$ cat src/rtl/pp_arb_pkg.sv
package pp_arb_pkg;

    typedef enum logic {
        PREF_LO = 1'b0,
        PREF_HI = 1'b1
    } pref_e;

    typedef struct packed {
        logic hi;
        logic lo;
    } cell_gnt_t;

    // Local decision of one two-input cell, before upper grants are applied.
    function automatic cell_gnt_t cell_pick(input logic [1:0] r, input pref_e f);
        cell_gnt_t g;
        g.lo = r[0] & (~r[1] | (f == PREF_LO));
        g.hi = r[1] & (~r[0] | (f == PREF_HI));
        return g;
    endfunction

    // Preference for the next slot; unchanged unless this cell's group won.
    function automatic pref_e next_pref(input cell_gnt_t g, input logic up_ok, input pref_e f);
        if (!up_ok)   return f;
        if (g.lo)     return PREF_HI;
        if (g.hi)     return PREF_LO;
        return f;
    endfunction

    // Bit offset of tree level k inside the flattened request/grant vectors.
    function automatic int lvl_off(input int n, input int k);
        int s;
        s = 0;
        for (int i = 0; i < k; i++) s += n >> (2 * i);
        return s;
    endfunction

endpackage

$ cat src/rtl/pp_cell.sv
module pp_cell
    import pp_arb_pkg::*;
#(
    parameter int NUP = 1
) (
    input  logic           clk,
    input  logic           rst,
    input  logic           slot_i,
    input  logic [1:0]     req_i,
    input  logic [NUP-1:0] up_i,
    output logic [1:0]     gnt_o
);

    pref_e     pref_q;
    pref_e     pref_d;
    cell_gnt_t loc;
    logic      up_ok;

    always_comb begin
        loc    = cell_pick(req_i, pref_q);
        up_ok  = &up_i;
        // upper grants join at the final gate stage
        gnt_o  = {loc.hi & up_ok, loc.lo & up_ok};
        pref_d = next_pref(loc, up_ok, pref_q);
    end

    always_ff @(posedge clk) begin
        if (rst)
            pref_q <= PREF_LO;
        else if (slot_i)
            pref_q <= pref_d;
    end

endmodule

$ cat src/rtl/pp_quad.sv
module pp_quad (
    input  logic       clk,
    input  logic       rst,
    input  logic       slot_i,
    input  logic [3:0] req_i,
    input  logic       ext_gnt_i,
    output logic [3:0] gnt_o,
    output logic       grp_req_o
);

    logic [1:0] pair_req;
    logic [1:0] pair_gnt;

    assign pair_req  = {|req_i[3:2], |req_i[1:0]};
    assign grp_req_o = |req_i;

    pp_cell #(.NUP(1)) mid_i (
        .clk    (clk),
        .rst    (rst),
        .slot_i (slot_i),
        .req_i  (pair_req),
        .up_i   (ext_gnt_i),
        .gnt_o  (pair_gnt)
    );

    for (genvar p = 0; p < 2; p++) begin : g_leaf
        pp_cell #(.NUP(2)) leaf_i (
            .clk    (clk),
            .rst    (rst),
            .slot_i (slot_i),
            .req_i  (req_i[2*p +: 2]),
            .up_i   ({pair_gnt[p], ext_gnt_i}),
            .gnt_o  (gnt_o[2*p +: 2])
        );
    end

endmodule

$ cat src/rtl/pp_tree_arbiter.sv
module pp_tree_arbiter
    import pp_arb_pkg::*;
#(
    parameter int N = 16
) (
    input  logic         clk,
    input  logic         rst,
    input  logic         slot_i,
    input  logic [N-1:0] req_i,
    input  logic         gnt_i,
    output logic [N-1:0] gnt_o,
    output logic         grp_req_o
);

    localparam int LEVELS = $clog2(N) / 2;
    localparam int TOT    = (4 * N - 1) / 3;

    if (N < 4 || (1 << (2 * LEVELS)) != N) begin : g_bad_n
        $error("pp_tree_arbiter: N must be a power of 4, at least 4");
    end

    // Flattened per-level vectors: level 0 is the inputs, the last bit is the root.
    logic [TOT-1:0] rq;
    logic [TOT-1:0] gt;

    assign rq[N-1:0]   = req_i;
    assign gnt_o       = gt[N-1:0];
    assign grp_req_o   = rq[TOT-1];
    assign gt[TOT-1]   = gnt_i;

    for (genvar k = 0; k < LEVELS; k++) begin : g_lvl
        localparam int W    = N >> (2 * k);
        localparam int IOFF = lvl_off(N, k);
        localparam int OOFF = lvl_off(N, k + 1);
        for (genvar j = 0; j < W / 4; j++) begin : g_mod
            pp_quad quad_i (
                .clk       (clk),
                .rst       (rst),
                .slot_i    (slot_i),
                .req_i     (rq[IOFF + 4*j +: 4]),
                .ext_gnt_i (gt[OOFF + j]),
                .gnt_o     (gt[IOFF + 4*j +: 4]),
                .grp_req_o (rq[OOFF + j])
            );
        end
    end

endmodule

$ cat config.mk
export PLATFORM = sky130hd
export DESIGN_NAME = pp_tree_arbiter
export DESIGN_NICKNAME = d
export VERILOG_FILES = /design/src/rtl/pp_arb_pkg.sv /design/src/rtl/pp_cell.sv /design/src/rtl/pp_quad.sv /design/src/rtl/pp_tree_arbiter.sv
export SDC_FILE = /design/constraint.sdc
export NUM_CORES = 1
export LEC_CHECK = 0
export ABC_AREA = 1
export BUFFER_PORTS_ARGS = -buffer_cell sky130_fd_sc_hd__buf_2
export CAP_MARGIN = 10
export CORE_ASPECT_RATIO = 0.9
export CORE_UTILIZATION = 50
export CTS_CLUSTER_SIZE = 30
export DETAILED_ROUTE_END_ITERATION = 12
export HOLD_SLACK_MARGIN = 0.02
export PLACE_DENSITY_LB_ADDON = 0.2
export SLEW_MARGIN = 20
export SYNTH_ARGS = -nofsm -noshare
export SYNTH_HDL_FRONTEND = slang
export SYNTH_SLANG_ARGS = --single-unit
$ cat constraint.sdc
create_clock -name clk -period 1.35 [get_ports clk]
set_input_delay 0.2025 -clock clk [delete_from_list [all_inputs] [get_ports clk]]
set_output_delay 0.2025 -clock clk [all_outputs]
set_load 0.03 [all_outputs]
==> results.toml, run 1 <==
[timing]
setup_viol = 16
hold_viol = 0
finClkSkew_ns = 0.00239
rsz0062_at_grt = "yes"
relSlewSlack_pct = 70.7
finalCritPeriodShare_pct = 120
setup_slack_ns = -0.274
period_needed_ns = 1.62
maxSlewViolCount = 0
worst_pin_slew_ns = 0.440
fmax_ghz = 0.616

[cells_and_area]
area_growth_pct = 69.5
drive_above_1_share_pct = 52.2
n_antenna_cell = 0
fin_nets = 274

[detailed_routing]
wire_per_inst_um = 13.1
postRouteAntennaNets = 0
drt-vias-per-instance = 5.37
first_iter_violations = 51
drc = 0
via_count = 1503
first_pass_iters = 4
routed_wl_mm = 3.68

[floorplanning]
rows = 16
dieHeight_um = 47.6
start_util_pct = 53.0
die_w_um = 52.7
die-area_um2 = 2510
ios = 37
core_um2 = 2180

[pwr]
combPwrFrac_pct = 36.2
net-switching-power_uw = 443
p_int_uw = 738
p_per_area_nw_per_um2 = 603
switching_share_pct = 37.5
p_clk_share_pct = 24.8
p_leak_nw = 0.860
p_total_mw = 1.18
p_seq_share_pct = 39.1
ir_worst_vdd_v = 0.000613

[run_status]
violations = "setup timing"
status = "finished, violations left"

[global_route]
grt_pass1_wl_mm = 5.03
grt_use_total_pct = 27.7
grt_max_degree = 22
overflow = 0
grt_antenna_before_repair = 0
grt_pass1_vias = 1286

[synthesis]
syn_area_um2 = 1160
synth-seq-area-share_pct = 26.0
ys_seq_elements = 15
ys.warnings.count = 0
synth_fp_nets = 210
avgSynthCellArea_um2 = 6.08
ys_types = 18
syn_inst = 190

[clock_tree]
cts_sinks = 15
htree_num_levels = 1
root_buffer = "clkbuf_4"
clock_path_buffers = 2
insertion_delay_ns = 0.31
cts_made_buffers = 3
path_clk_slew_ns = 0.10
cts_tree = "built"

[setup_path]
cpPeakStageDelay_ns = 0.34
start_kind = "flip-flop"
end_kind = "output pin"
crit_chain = "buf_6, o21ai_4, nand2_4, nor2_8, nand2_4, a21oi_4, buf_6"
required_ns = 1.15
worstPathArrival_ns = 1.42
crit_type = "reg -> out"
crit_slowest_cell = "dfxtp_2"
cp_max_fo = 3

[placed_design]
place.gp.congestion = 0.820
hpwl_mm = 2.35
io_buffers = 36
place_ws_ns = -0.315

[min_path]
hold_class = "in -> reg"

[run]
drv_cap = 0
[critical path, delay by kind of cell, from the launching register on]
kind,cells,cell delay (ns)
AO/OA/AOI/OAI,2,0.18
buffers and inverters,2,0.26
flip-flops,1,0.34
AND/OR/NAND/NOR,3,0.33
[power groups by stage]
| stage | Combinational (mW) | Clock [mW] | Sequential [mW] |
|---|---|---|---|
| 2_1_floorplan | 0.215 | 0 | 0.469 |
| 3_3_place_gp | 0.330 | 0 | 0.469 |
| 3_5_place_dp | 0.343 | 0 | 0.470 |
| 4_1_cts | 0.386 | 0.279 | 0.461 |
| 5_1_grt | 0.457 | 0.312 | 0.462 |
| 6_report | 0.427 | 0.292 | 0.461 |
[kinds of logic after synthesis]
kind of cell           synth area share [%]
flip-flops                             26.0
AND/OR/NAND/NOR                        55.0
AO/OA/AOI/OAI                          13.0
buffers and inverters                  6.06
[registers in the layout, indices dropped and copies added, names as in the netlist]
name / flops
g_lvl.g_mod.quad_i.g_leaf.leaf_i.pref_q: 10
g_lvl.g_mod.quad_i.mid_i.pref_q: 5
[stage by stage]
| step | TNS [ns] | area (µm²) | cells | hold slack, ns | utilization [%] |
|---|---|---|---|---|---|
| detailed placement | -5.23 | 1670 | 266 | 0.460 | 76.5 |
| CTS | -3.83 | 1870 | 276 | 0.208 | 85.6 |
| global placement | -4.44 | 1670 | 266 | 0.447 | 76.5 |
| global route | -5.44 | 1960 | 280 | 0.229 | 89.8 |
| finish | -3.88 | 1960 | 280 | 0.201 | 89.8 |
| floorplan | -0.0632 | 1350 | 190 | 0.272 | - |
[cell usage after synthesis]
cell	n	area share, %
nand3_1	8	3.5
nor2_8	2	3.5
inv_1	15	4.9
nand2_4	2	1.9
nor2_4	2	1.9
clkbuf_1	1	0.32
o21ai_4	2	2.8
o21ai_0	7	3.0
nor2_2	8	4.3
nor2_1	36	12
a21boi_0	1	0.65
a21oi_1	15	6.5
buf_2	2	0.87
nand4_1	8	4.3
nand3_2	2	1.7
nand2_2	6	3.2
nand2_1	58	19
dfxtp_1	15	26
[cell usage in the layout (no fill, tap or decap)]
| cell type | n |
|---|---|
| nand2_2 | 9 |
| nand3_2 | 2 |
| dfxtp_1 | 13 |
| dfxtp_2 | 2 |
| clkbuf_4 | 3 |
| buf_6 | 19 |
| nand4_1 | 8 |
| nand3_1 | 8 |
| buf_12 | 1 |
| o21ai_0 | 7 |
| a21oi_4 | 1 |
| a21boi_0 | 1 |
| buf_2 | 20 |
| o21ai_4 | 2 |
| nand2_1 | 46 |
| nand2_4 | 11 |
| nor2_8 | 2 |
| nor2_2 | 12 |
| nor2_4 | 23 |
| inv_2 | 2 |
| buf_4 | 22 |
| clkinv_2 | 1 |
| a21oi_1 | 14 |
| inv_1 | 13 |
| nor2_1 | 11 |
[worst paths after layout]
| path | from | endpoint | slack [ns] | cells past startpoint |
|---|---|---|---|---|
| setup / recovery | g_lvl[1].g_mod[0].quad_i.mid_i.pref_q | gnt_o[7] | -0.27 | 7 |
| hold / removal | gnt_i | g_lvl[1].g_mod[0].quad_i.mid_i.pref_q | 0.20 | 4 |
| setup reg to reg | g_lvl[1].g_mod[0].quad_i.mid_i.pref_q | flip-flop | 0.01 | 10 |
| hold reg to reg | g_lvl[0].g_mod[2].quad_i.mid_i.pref_q | g_lvl[0].g_mod[2].quad_i.mid_i.pref_q | 0.48 | 2 |
[cell type report]
type,instances,area [µm²]
clock buffer,3,22.5
fill,108,223
sequential,15,303
inverter,15,56.3
timing repair buffer,62,499
tap,27,33.8
clock inverter,1,5.00
multi-input combinational,157,1040
[what timing repair did]
action,4_1_cts,5_1_grt
setup buffers,6,4
gates resized for setup,44,14
hold endpoints to repair,0,0
endpoints found under the setup margin,16,24
hold buffers,0,0
pin swaps,11,10
[routing by layer]
metal	vias to the layer above	share of wire, %	track usage (%)
li1	737	-	-
met1	700	38	27.8
met2	55	55	54.2
met3	11	3.8	6.03
met4	0	2.4	15.3
met5	-	0	0
Note: power is estimated with default switching activity, not from simulation.
==> run 2, diff against run 1 <==
- PLACE_DENSITY: default -> 0.88
- PLACE_DENSITY_LB_ADDON: 0.2 -> default
==> run 2 against run 1 <==
  * The run still ends with setup timing left
  * Largest power group is now combinational logic
  * Flip-flop and latch count did not move
  * Clock skew rose by 0.0065 ns
  * Register-to-register slack got worse by 0.05 ns
  * Via count rose by 14%
  * Global-route usage rose by 9.7 points
  * Utilization rose by 2.4 points
  * Fmax fell by 4.6%
  * Hold slack improved by 0.078 ns
  * Count of clock-buffer cells in the layout did not move
  * Sequential power rose by 1%
==> results.toml, run 2 (synthesis gave the netlist of run 1 again) <==
[detailed_routing]
postRouteAntennaNets = 0
first_iter_violations = 108
via_count = 1707
first_pass_iters = 5
wire_per_inst_um = 18.1
drc = 0
routed_wl_mm = 5.27
drt-vias-per-instance = 5.87

[timing]
fmax_ghz = 0.587
setup_tns_ns = -5.00
setup_slack_ns = -0.353
finClkSkew_ns = 0.00886
period_needed_ns = 1.70
relSlewSlack_pct = 68.1
hold_ws_ns = 0.279
rsz0062_at_grt = "yes"
hold_viol = 0
setup_viol = 23
finalCritPeriodShare_pct = 126
worst_pin_slew_ns = 0.478
maxSlewViolCount = 0

[clock_tree]
hold_buffers = 0
insertion_delay_ns = 0.31
htree_num_levels = 1
cts_tree = "built"
path_clk_slew_ns = 0.11
clock_path_buffers = 2
root_buffer = "clkbuf_4"
cts_made_buffers = 3
cts_sinks = 15

[global_route]
grt_pass1_vias = 1485
grt_antenna_before_repair = 0
grt_pass1_wl_mm = 6.61
grt_max_degree = 22
overflow = 0
grt_use_total_pct = 37.4

[placed_design]
hpwl_mm = 2.61
place.gp.congestion = 0.771
io_buffers = 36

[min_path]
hold_class = "in -> reg"
min_from = "rst"

[cells_and_area]
fin_nets = 285
top_regs = "g_lvl.g_mod.quad_i.g_leaf.leaf_i.pref_q x10, g_lvl.g_mod.quad_i.mid_i.pref_q x5"
regMostFlops = "g_lvl.g_mod.quad_i.g_leaf.leaf_i.pref_q"
n_antenna_cell = 0
mostFrequentLayoutCell = "nand2_1"
largest_reg_flops = 10
mostFrequentLayoutCells = "nand2_1 (46), buf_4 (43), nor2_4 (24)"
area_growth_pct = 74.0
final_util_pct = 92.2
drive_above_1_share_pct = 53.8

[setup_path]
startpoint = "g_lvl[0].g_mod[1].quad_i.mid_i.pref_q"
required_ns = 1.15
cp_max_fo = 3
crit_chain = "nor2_1, nor2_1, buf_4, nand2_4, a21oi_4, buf_6"
cpPeakStageDelay_ns = 0.37
crit_slowest_cell = "dfxtp_1"
cpMostUsedCell = "nor2_1"
start_kind = "flip-flop"
reg2reg_from = "g_lvl[0].g_mod[3].quad_i.mid_i.pref_q"
crit_type = "reg -> out"
end_kind = "output pin"
worstPathArrival_ns = 1.50

[pwr]
ir_worst_vdd_v = 0.000615
p_leak_nw = 0.908
p_per_area_nw_per_um2 = 611

[floorplanning]
ios = 37
start_util_pct = 53.0
die_w_um = 52.7
die-area_um2 = 2510
dieHeight_um = 47.6
core_um2 = 2180
rows = 16

[run_status]
status = "finished, violations left"
violations = "setup timing"

[run]
drv_cap = 0
==> run 2: worst max-delay path, delay by kind of cell (launching register included) <==
kind	cells	cell delay (ns)
buffers and inverters	2	0.33
AOI/OAI and AO/OA	1	0.12
and+or+nand+nor	3	0.37
DFF	1	0.37
==> run 2: through the flow <==
stage / area (µm²) / power (mW) / setup WS (ns) / instances
after floorplan: 1350 / 0.684 / -0.0232 / 190
after global placement: 1790 / 0.840 / -0.252 / 282
after detailed placement: 1790 / 0.856 / -0.292 / 282
after CTS: 1960 / 1.15 / -0.244 / 289
after global routing: 2010 / 1.26 / -0.362 / 291
final: 2010 / 1.23 / -0.353 / 291
==> run 2: power by group <==
group / internal (mW) / switching [mW] / total [mW]
combinational: 0.183 / 0.285 / 0.467
sequential: 0.454 / 0.0118 / 0.466
clock: 0.111 / 0.185 / 0.296
total: 0.747 / 0.482 / 1.23
==> run 2: layout make-up <==
cell class | instances | area [µm²]
multi-input cells | 157 | 1050
repair buffers | 73 | 536
fillers | 92 | 170
clock buffers | 3 | 22.5
inverters | 15 | 61.3
clock inverters | 1 | 5.00
well taps | 27 | 33.8
flip-flops and latches | 15 | 307
==> run 2: path summary, 6_finish.rpt <==
path,end,slack (ns),cells past startpoint
worst max-delay path,gnt_o[7],-0.35,6
worst min-delay path,g_lvl[0].g_mod[2].quad_i.mid_i.pref_q,0.28,2
worst max register to register,flip-flop,-0.04,7
worst min register to register,g_lvl[0].g_mod[2].quad_i.mid_i.pref_q,0.48,2
==> run 2: what timing repair did <==
action / CTS / global route
buffers inserted: 3 / 2
gates resized for setup: 42 / 12
setup endpoints to repair: 19 / 27
pin swaps: 8 / 9
cloned: 0 / 0
==> run 2: routing by layer <==
| metal | vias to the layer above | GRT usage, % | part of all wire, % |
|---|---|---|---|
| met5 | - | 0 | 0 |
| met4 | 0 | 16.3 | 6.2 |
| met3 | 48 | 10.5 | 9.2 |
| met2 | 140 | 66.3 | 49 |
| met1 | 762 | 42.7 | 35 |
| li1 | 757 | - | - |
